`config.mk`:
```
export PLATFORM = sky130hd
export DESIGN_NAME = pipe_divider
export DESIGN_NICKNAME = d
export VERILOG_FILES = /design/src/rtl/div_pkg.sv /design/src/rtl/div_prep.sv /design/src/rtl/div_iter.sv /design/src/rtl/div_fix.sv /design/src/rtl/pipe_divider.sv
export SDC_FILE = /design/constraint.sdc
export NUM_CORES = 1
export LEC_CHECK = 0
export BUFFER_PORTS_ARGS = -buffer_cell sky130_fd_sc_hd__buf_2
export CAP_MARGIN = 20
export CORE_UTILIZATION = 54
export DETAILED_ROUTE_END_ITERATION = 7
export PLACE_DENSITY_LB_ADDON = 0.1
export SYNTH_ARGS = -nofsm -noshare
export SYNTH_HDL_FRONTEND = slang
export SYNTH_SLANG_ARGS = --single-unit
```
`constraint.sdc`:
```
create_clock -name vclk -period 69.1
set_input_delay 6.91 -clock vclk [all_inputs]
set_output_delay 6.91 -clock vclk [all_outputs]
set_load 0.01 [all_outputs]
```
`src/rtl/div_pkg.sv`:
```
package div_pkg;

    // Remainder sign convention.
    typedef enum logic {
        REM_TRUNC  = 1'b0,   // remainder follows the numerator sign
        REM_NONNEG = 1'b1    // remainder never negative
    } rem_mode_e;

    // Number of quotient steps assigned to segment idx when total steps
    // are spread over segs segments; earlier segments take the extra ones.
    function automatic int seg_iters(input int total, input int segs, input int idx);
        int base;
        int extra;
        base  = total / segs;
        extra = total % segs;
        return base + ((idx < extra) ? 1 : 0);
    endfunction

endpackage

```
`src/rtl/div_prep.sv`:
```
module div_prep #(
    parameter int WN         = 16,
    parameter int WD         = 16,
    parameter bit NUM_SIGNED = 1'b0,
    parameter bit DEN_SIGNED = 1'b0,
    parameter int SKIP       = 0
) (
    input  logic [WN-1:0] num_i,
    input  logic [WD-1:0] den_i,
    output logic [WD-1:0] part_o,
    output logic [WN-1:0] nq_o,
    output logic [WD-1:0] dm_o,
    output logic          nneg_o,
    output logic          dneg_o
);
    localparam int ITER = WN - SKIP;

    logic [WN-1:0] nm;

    always_comb begin
        nneg_o = NUM_SIGNED & num_i[WN-1];
        dneg_o = DEN_SIGNED & den_i[WD-1];
        nm     = nneg_o ? -num_i : num_i;
        dm_o   = dneg_o ? -den_i : den_i;
        // Bits of the skipped steps seed the partial remainder directly.
        part_o = WD'(nm >> ITER);
        nq_o   = nm << SKIP;
    end

    // Only the most negative signed numerator keeps its top magnitude bit.
    always_comb begin
        if (NUM_SIGNED && nm[WN-1]) begin
            a_r2_magnitude_range: assert (num_i == (WN'(1) << (WN-1)))
                else $error("numerator magnitude out of range");
        end
    end

endmodule

```
`src/rtl/div_iter.sv`:
```
module div_iter #(
    parameter int WN    = 16,
    parameter int WD    = 16,
    parameter int ITERS = 1
) (
    input  logic [WD-1:0] part_i,
    input  logic [WN-1:0] nq_i,
    input  logic [WD-1:0] dm_i,
    output logic [WD-1:0] part_o,
    output logic [WN-1:0] nq_o
);
    // Restoring steps: shift one numerator bit into the partial remainder,
    // subtract the divisor when it fits, shift the quotient bit in below.
    logic [WD:0]   wide;
    logic [WD-1:0] p;
    logic [WN-1:0] nq;
    logic          qb;

    always_comb begin
        wide = '0;
        qb   = 1'b0;
        p    = part_i;
        nq   = nq_i;
        for (int k = 0; k < ITERS; k++) begin
            wide = {p, nq[WN-1]};
            if (wide >= {1'b0, dm_i}) begin
                wide = wide - {1'b0, dm_i};
                qb   = 1'b1;
            end else begin
                qb   = 1'b0;
            end
            p  = wide[WD-1:0];
            nq = (nq << 1) | WN'(qb);
        end
        part_o = p;
        nq_o   = nq;
    end

    // A partial remainder below the divisor stays below it (R1 datapath).
    always_comb begin
        if (dm_i != '0 && part_i < dm_i) begin
            a_r1_partial_below_den: assert (part_o < dm_i)
                else $error("partial remainder escaped divisor bound");
        end
    end

endmodule

```
`src/rtl/div_fix.sv`:
```
module div_fix
    import div_pkg::*;
#(
    parameter int        WN       = 16,
    parameter int        WD       = 16,
    parameter rem_mode_e REM_MODE = REM_TRUNC
) (
    input  logic [WD-1:0] part_i,
    input  logic [WN-1:0] nq_i,
    input  logic [WD-1:0] dm_i,
    input  logic          nneg_i,
    input  logic          dneg_i,
    output logic [WN-1:0] quo_o,
    output logic [WD-1:0] rem_o
);
    logic [WN-1:0] qm2;
    logic [WD-1:0] rm2;
    logic          rsign;
    logic          qneg;

    always_comb begin
        qneg  = nneg_i ^ dneg_i;
        qm2   = nq_i;
        rm2   = part_i;
        rsign = nneg_i;
        if (REM_MODE == REM_NONNEG && nneg_i && part_i != '0) begin
            qm2   = nq_i + WN'(1);
            rm2   = dm_i - part_i;
            rsign = 1'b0;
        end
        quo_o = qneg ? -qm2 : qm2;
        rem_o = rsign ? -rm2 : rm2;
        if (dm_i == '0) begin
            quo_o = '1;
            rem_o = nneg_i ? -part_i : part_i;
        end
    end

    always_comb begin
        if (REM_MODE == REM_NONNEG && dm_i != '0 && part_i < dm_i) begin
            a_r3_rem_bound: assert (rem_o < dm_i)
                else $error("non-negative remainder not below divisor");
        end
    end

endmodule

```
`src/rtl/pipe_divider.sv`:
```
module pipe_divider
    import div_pkg::*;
#(
    parameter int        WN         = 16,
    parameter int        WD         = 16,
    parameter bit        NUM_SIGNED = 1'b0,
    parameter bit        DEN_SIGNED = 1'b0,
    parameter rem_mode_e REM_MODE   = REM_TRUNC,
    parameter int        LAT        = 0,
    parameter int        SKIP       = 0
) (
    input  logic          clk,
    input  logic          clr,
    input  logic          ce,
    input  logic [WN-1:0] num,
    input  logic [WD-1:0] den,
    output logic [WN-1:0] quo,
    output logic [WD-1:0] rem
);
    localparam int ITER = WN - SKIP;
    localparam int NSEG = (LAT == 0) ? 1 : LAT;

    if (LAT < 0 || LAT > WN) begin : g_lat_chk
        $error("LAT must lie between 0 and WN");
    end
    if (SKIP < 0 || SKIP >= WN) begin : g_skip_chk
        $error("SKIP must be below WN");
    end

    typedef struct packed {
        logic [WD-1:0] part;
        logic [WN-1:0] nq;
        logic [WD-1:0] dm;
        logic          nneg;
        logic          dneg;
    } seg_t;

    logic [WD-1:0] p0, d0;
    logic [WN-1:0] q0;
    logic          sn0, sd0;
    seg_t          st0;

    div_prep #(
        .WN(WN), .WD(WD), .NUM_SIGNED(NUM_SIGNED), .DEN_SIGNED(DEN_SIGNED), .SKIP(SKIP)
    ) u_prep (
        .num_i(num), .den_i(den), .part_o(p0), .nq_o(q0),
        .dm_o(d0), .nneg_o(sn0), .dneg_o(sd0)
    );

    assign st0 = '{part: p0, nq: q0, dm: d0, nneg: sn0, dneg: sd0};

    for (genvar s = 0; s < NSEG; s++) begin : g_seg
        seg_t          in_s;
        seg_t          nx_s;
        seg_t          out_s;
        logic [WD-1:0] p_nx;
        logic [WN-1:0] q_nx;

        if (s == 0) begin : g_first
            assign in_s = st0;
        end else begin : g_next
            assign in_s = g_seg[s-1].out_s;
        end

        div_iter #(
            .WN(WN), .WD(WD), .ITERS(seg_iters(ITER, NSEG, s))
        ) u_it (
            .part_i(in_s.part), .nq_i(in_s.nq), .dm_i(in_s.dm),
            .part_o(p_nx), .nq_o(q_nx)
        );

        assign nx_s = '{part: p_nx, nq: q_nx, dm: in_s.dm, nneg: in_s.nneg, dneg: in_s.dneg};

        if (LAT > 0) begin : g_reg
            always_ff @(posedge clk) begin
                if (clr) begin
                    out_s <= '0;
                end else if (ce) begin
                    out_s <= nx_s;
                end
            end
        end else begin : g_comb
            assign out_s = nx_s;
        end
    end

    seg_t fin;
    assign fin = g_seg[NSEG-1].out_s;

    div_fix #(
        .WN(WN), .WD(WD), .REM_MODE(REM_MODE)
    ) u_fix (
        .part_i(fin.part), .nq_i(fin.nq), .dm_i(fin.dm),
        .nneg_i(fin.nneg), .dneg_i(fin.dneg), .quo_o(quo), .rem_o(rem)
    );

    a_r8_stall_hold: assert property (@(posedge clk) disable iff (clr)
        (LAT > 0 && !ce) |=> ($stable(quo) && $stable(rem)))
        else $error("outputs moved during stall");

    a_r9_clear_state: assert property (@(posedge clk)
        (LAT > 0 && clr) |=> (quo == '1 && rem == '0))
        else $error("clear did not empty the stages");

endmodule

```
== Word-level counts from Yosys, hierarchy flattened ==
Index checks and enable logic that the tools add are counted.

* Register bits: 0
* Output and inout port bits: 32
* Input port bits: 35
* Word-level logic and storage cells: 82

* Order comparisons: 16
* Reductions and logical operators: 1
* Multiplexer cells: 33
* Bitwise logic cells: 16
* Add/sub/neg operators: 16

{| class="wikitable"
|+ Operators by type and width
! kind !! number
|-
| $mux 16 || 17
|-
| $or 16x1->16 || 16
|-
| $ge 17x16->1 || 15
|-
| $sub 16x16->16 || 15
|-
| $ge 1x16->1 || 1
|-
| $logic_not 16->1 || 1
|-
| $mux 1 || 16
|-
| $sub 1x16->16 || 1
|}

== Longest topological paths before layout ==
* Depth in word-level cells: 49
* Mapped depth: 274
* Mapped depth without buffers: 251

== Modules after synthesis ==
Synthesis repeated with hierarchy kept, for this count alone.

* Cells, all modules: 2245
* Area total of the unflattened synthesis: 16153.0 µm²

{| class="wikitable"
|+ By module, submodules not included
! module !! times used !! area an instance (µm²) !! cells each !! sequential area each (µm²)
|-
| div_iter || 1 || 14939.3 || 2074 || 0.0
|-
| div_fix || 1 || 834.6 || 120 || 0.0
|-
| div_prep || 1 || 379.1 || 51 || 0.0
|}

== Worst setup path after synthesis ==
No wires, ideal clock.

* Kind: input -> output
* Start: in num[15]
* End: out rem[2]
* Arrival: 54.395 ns
* Cell stages on the path: 266
* Required time: 62.190 ns
* Path buffers: 22
* Slack: 7.795 ns
* Path through: inv_1 > ha_1 > inv_1 > ha_1 > a21oi_1 > nor3_2 > mux2_2 > inv_1 > ha_1 > nor2b_1 > o2111ai_1 > a21o_1 > a31oi_2 > or3_1 > buf_2 > o21ai_0 > inv_1 > ha_1 > (+230 left out) > nand2_1 > and2_1 > o21ai_0 > nand2_1 > and2_1 > o21ai_0 > nand2b_1 > a21o_1 > a21o_1 > a21o_1 > a21o_1 > a211o_1 > nor2_1 > o21a_1 > buf_2 > buf_1 > nor3_1 > a221oi_1

* Cells in the longest elaborated chain, start to end: 32
* Elaborated cells on any way between the ends: 48
* Those cells by class: 16 x add/sub; 16 x order compare; 16 x mux

{| class="wikitable"
|+ RTL lines
! what !! line !! RTL
|-
| start, declared || pipe_divider.sv:15 || <nowiki>input logic [WN-1:0] num,</nowiki>
|-
| $sub 1x16->16 or $ge 1x16->1 (tied branches) || div_iter.sv:27, div_iter.sv:26 ||
|-
| $mux 16 * || div_iter.sv:26 || <nowiki>if (wide >= {1'b0, dm_i}) begin</nowiki>
|-
| $sub 16x16->16 or $ge 17x16->1 (tied branches) || div_iter.sv:27, div_iter.sv:26 ||
|-
| $mux 16 * || div_iter.sv:26 ||
|-
| $sub 16x16->16 or $ge 17x16->1 (tied branches) || div_iter.sv:27, div_iter.sv:26 ||
|-
| $mux 16 * || div_iter.sv:26 ||
|-
| $sub 16x16->16 or $ge 17x16->1 (tied branches) || div_iter.sv:27, div_iter.sv:26 ||
|-
| $mux 16 * || div_iter.sv:26 ||
|-
| (+16 left out) || -- ||
|-
| $sub 16x16->16 or $ge 17x16->1 (tied branches) || div_iter.sv:27, div_iter.sv:26 ||
|-
| $mux 16 * || div_iter.sv:26 ||
|-
| $sub 16x16->16 or $ge 17x16->1 (tied branches) || div_iter.sv:27, div_iter.sv:26 ||
|-
| $mux 16 * || div_iter.sv:26 ||
|-
| $ge 17x16->1 or $sub 16x16->16 (tied branches) || div_iter.sv:26, div_iter.sv:27 ||
|-
| $mux 16 * || div_iter.sv:26 ||
|-
| $sub 16x16->16 or $ge 17x16->1 (tied branches) || div_iter.sv:27, div_iter.sv:26 ||
|-
| $mux 16 * || div_iter.sv:26 ||
|-
| end, declared || pipe_divider.sv:18 || <nowiki>output logic [WD-1:0] rem</nowiki>
|}

Mark *: on every way between the ends. The rest lies on a longest branch, timed or not.

== Worst setup path in the final report ==
* Start: in den[0]
* End: out rem[13]

* Cells in the longest elaborated chain, start to end: 32
* Elaborated cells on any way between the ends: 48
* Those cells by class: 16 x add/sub; 16 x order compare; 16 x mux

{| class="wikitable"
|+ RTL lines
! what !! line !! RTL
|-
| start, declared || pipe_divider.sv:16 || <nowiki>input logic [WD-1:0] den,</nowiki>
|-
| $sub 1x16->16 or $ge 1x16->1 (tied branches) || div_iter.sv:27, div_iter.sv:26 ||
|-
| $mux 16 || div_iter.sv:26 ||
|-
| $sub 16x16->16 or $ge 17x16->1 (tied branches) || div_iter.sv:27, div_iter.sv:26 ||
|-
| $mux 16 || div_iter.sv:26 ||
|-
| $sub 16x16->16 or $ge 17x16->1 (tied branches) || div_iter.sv:27, div_iter.sv:26 ||
|-
| $mux 16 || div_iter.sv:26 ||
|-
| $sub 16x16->16 or $ge 17x16->1 (tied branches) || div_iter.sv:27, div_iter.sv:26 ||
|-
| $mux 16 || div_iter.sv:26 ||
|-
| (+16 left out) || -- ||
|-
| $sub 16x16->16 or $ge 17x16->1 (tied branches) || div_iter.sv:27, div_iter.sv:26 ||
|-
| $mux 16 || div_iter.sv:26 ||
|-
| $sub 16x16->16 or $ge 17x16->1 (tied branches) || div_iter.sv:27, div_iter.sv:26 ||
|-
| $mux 16 || div_iter.sv:26 ||
|-
| $ge 17x16->1 or $sub 16x16->16 (tied branches) || div_iter.sv:26, div_iter.sv:27 ||
|-
| $mux 16 || div_iter.sv:26 ||
|-
| $sub 16x16->16 or $ge 17x16->1 (tied branches) || div_iter.sv:27, div_iter.sv:26 ||
|-
| $mux 16 * || div_iter.sv:26 ||
|}

Marks and branches as above.

==> metrics.txt <==
die width=163.4 um; Mapped Cells=1992; Synth top area share=0.2143; port bufs=64; seq_cells=0; dpl hpwl=34970 um; DRC errors left=0; hold endpoint=rem[1]; Max Clock Freq=15.55 MHz; CP max-delay cell=or3_4; Initial Util=0.5541; crit path max fanout=26; row count=58; synth-to-layout area growth=8.633%; pin slew with the least headroom to its limit=1.091 ns; post-synth net total=2283; GRT Util Overall=0.3369; final setup vio count=0; Die Y=163.4 um; vias post-DR=15330; relative max-transition margin=0.2727; ANT nets after route=0; yosys warns=0; Worst Path Required=62.19 ns; mapped cell area=14070 sq um; Hold Path Depth=4; synth unique cells=90; # diodes=0; initial antenna violation count=0; final core occ=0.6019; setup_tns=0 ns; die area=26710 sq um; HP Start=num[1]; Crit path largest cell delay=0.52 ns; Detailed Route Iter0 Violations=1257; startpoint types=input pin; register area=0 sq um; clock buffer count=0; largest net degree at the start of global routing=27; Core Box Area=25400 sq um; DRT Wirelength=46020 um; Max Slew Vio Count=0; number of global-route vias before repair=13782; Crit Path Category=in -> out; syn_area_per_cell=7.065 sq um; Vias/cell=6.358; RSZ-0062 raised after global routing=no; status=completed; gp weighted congestion=0.9365; crit end category=primary output; worst path arrival time=57.42 ns; endpoints failing hold=0; dominant cell type by count on the critical path=o21ai_0; crit path time final=64.33 ns; period utilization=0.9309; share of cells above drive strength 1=0.1283; TritonRoute pass-1 iters=7; nets=2374; Max Cap Viol=0; Synth area leaders=ha_1 (21%), o21ai_0 (5.8%), mux2_2 (5.8%); routed len/inst=19.09 um; Min-Delay Path Class=in -> out; sequential element share of the synthesized area=0; global route total overflow=0; biggest area consumer among synthesized cells=ha_1; first-pass GRT wire length=71860 um; I/O pin count=67
## critical path, delay by kind of cell
kind                     cells  cell delay (ns)
AO/OA/AOI/OAI              152            32.34
AND/OR/NAND/NOR             46             8.01
adder cells (fa/ha/maj)     17             4.87
buffers and inverters       24             3.41
multiplexers                 5             1.80
## through the flow
step	hold WS, ns	setup slack (ns)	instances	instance area, sq um
floorplan	13.93	7.795	1992	14070
finish	14.16	4.775	2411	15290
global placement	14.16	2.668	2391	14980
global route	14.19	0.002366	2411	15290
detailed placement	14.16	1.742	2391	14980
CTS	14.16	1.455	2391	14980
## timing repair
item / in CTS / in global routing
resized for setup: 0 / 37
hold buffers: 0 / 0
endpoints found under the setup margin: 0 / 18
buffers inserted: 0 / 19
## per-layer routing
metal | vias to the layer above | wire length, um | GRT usage
met1 | 7125 | 22590 | 0.5104
met5 | - | 0 | 0
li1 | 7567 | - | -
met4 | 0 | 1207 | 0.08199
met2 | 555 | 18640 | 0.5044
met3 | 83 | 3587 | 0.02539
## cell type report
type | count | area, sq um
Tap cell | 330 | 412.9
Inverter | 184 | 690.7
Timing Repair Buffer | 127 | 829.5
Fill cell | 2496 | 10110
Multi-Input combinational cell | 1770 | 13360
## cells in the mapped netlist, types with 15 or more instances
cell type    n
a31oi_1     17
nand3_1     25
a21o_1      59
nand2_1    158
xor2_1      52
and2_1      18
mux2_2      72
nor2_1     150
fa_1        15
xnor2_1     89
nand2b_1    35
mux2i_1     44
nor3_1      40
a21boi_0    26
o21a_1      27
nor2b_1     41
ha_1       241
a21oi_1    157
clkbuf_1    16
inv_1      181
nand4_1     57
nor4_1      22
a211oi_1    16
o21ai_0    163
## cells by family after synthesis
kind of cell / count (synthesis) / synth area share
AO/OA/AOI/OAI: 623 / 0.2882
buffers and inverters: 223 / 0.06366
XOR/XNOR: 141 / 0.08775
AND/OR/NAND/NOR: 616 / 0.2212
multiplexers: 133 / 0.1036
adder cells (fa/ha/maj): 256 / 0.2356
## placed cells by master (no fill, tap or decap), drive strengths merged, types with 8 or more instances in the layout
cell / instances
ha: 241
inv: 184
o21ai: 174
nand2: 158
a21oi: 157
nor2: 150
buf: 127
xnor2: 89
mux2: 89
a21o: 59
nand4: 58
xor2: 52
nor3: 46
mux2i: 44
nor2b: 41
nand2b: 35
o21a: 27
a21boi: 27
nand3: 25
nor4: 24
a31oi: 19
and2: 18
a211oi: 18
fa: 15
or3: 14
and3: 12
o211ai: 12
a211o: 12
o22a: 11
o31ai: 10
a221oi: 10
a22oi: 10
a2111oi: 10
o21bai: 9
o31a: 8
## how the worst max path moves through the flow
stage | startpoint | slack (ns) | depth (start not counted) | to
after global routing | den[0] | 0.002 | 247 | rem[2]
final | den[0] | 4.77 | 244 | rem[13]
after floorplan | num[15] | 7.80 | 266 | rem[2]
after CTS | den[0] | 1.45 | 247 | rem[13]
after detailed placement | den[0] | 1.74 | 247 | rem[13]
after global placement | num[15] | 2.67 | 247 | rem[13]
Power is not shown: default switching activity piles up to over one toggle a cycle in this logic, so the estimate is an artifact.
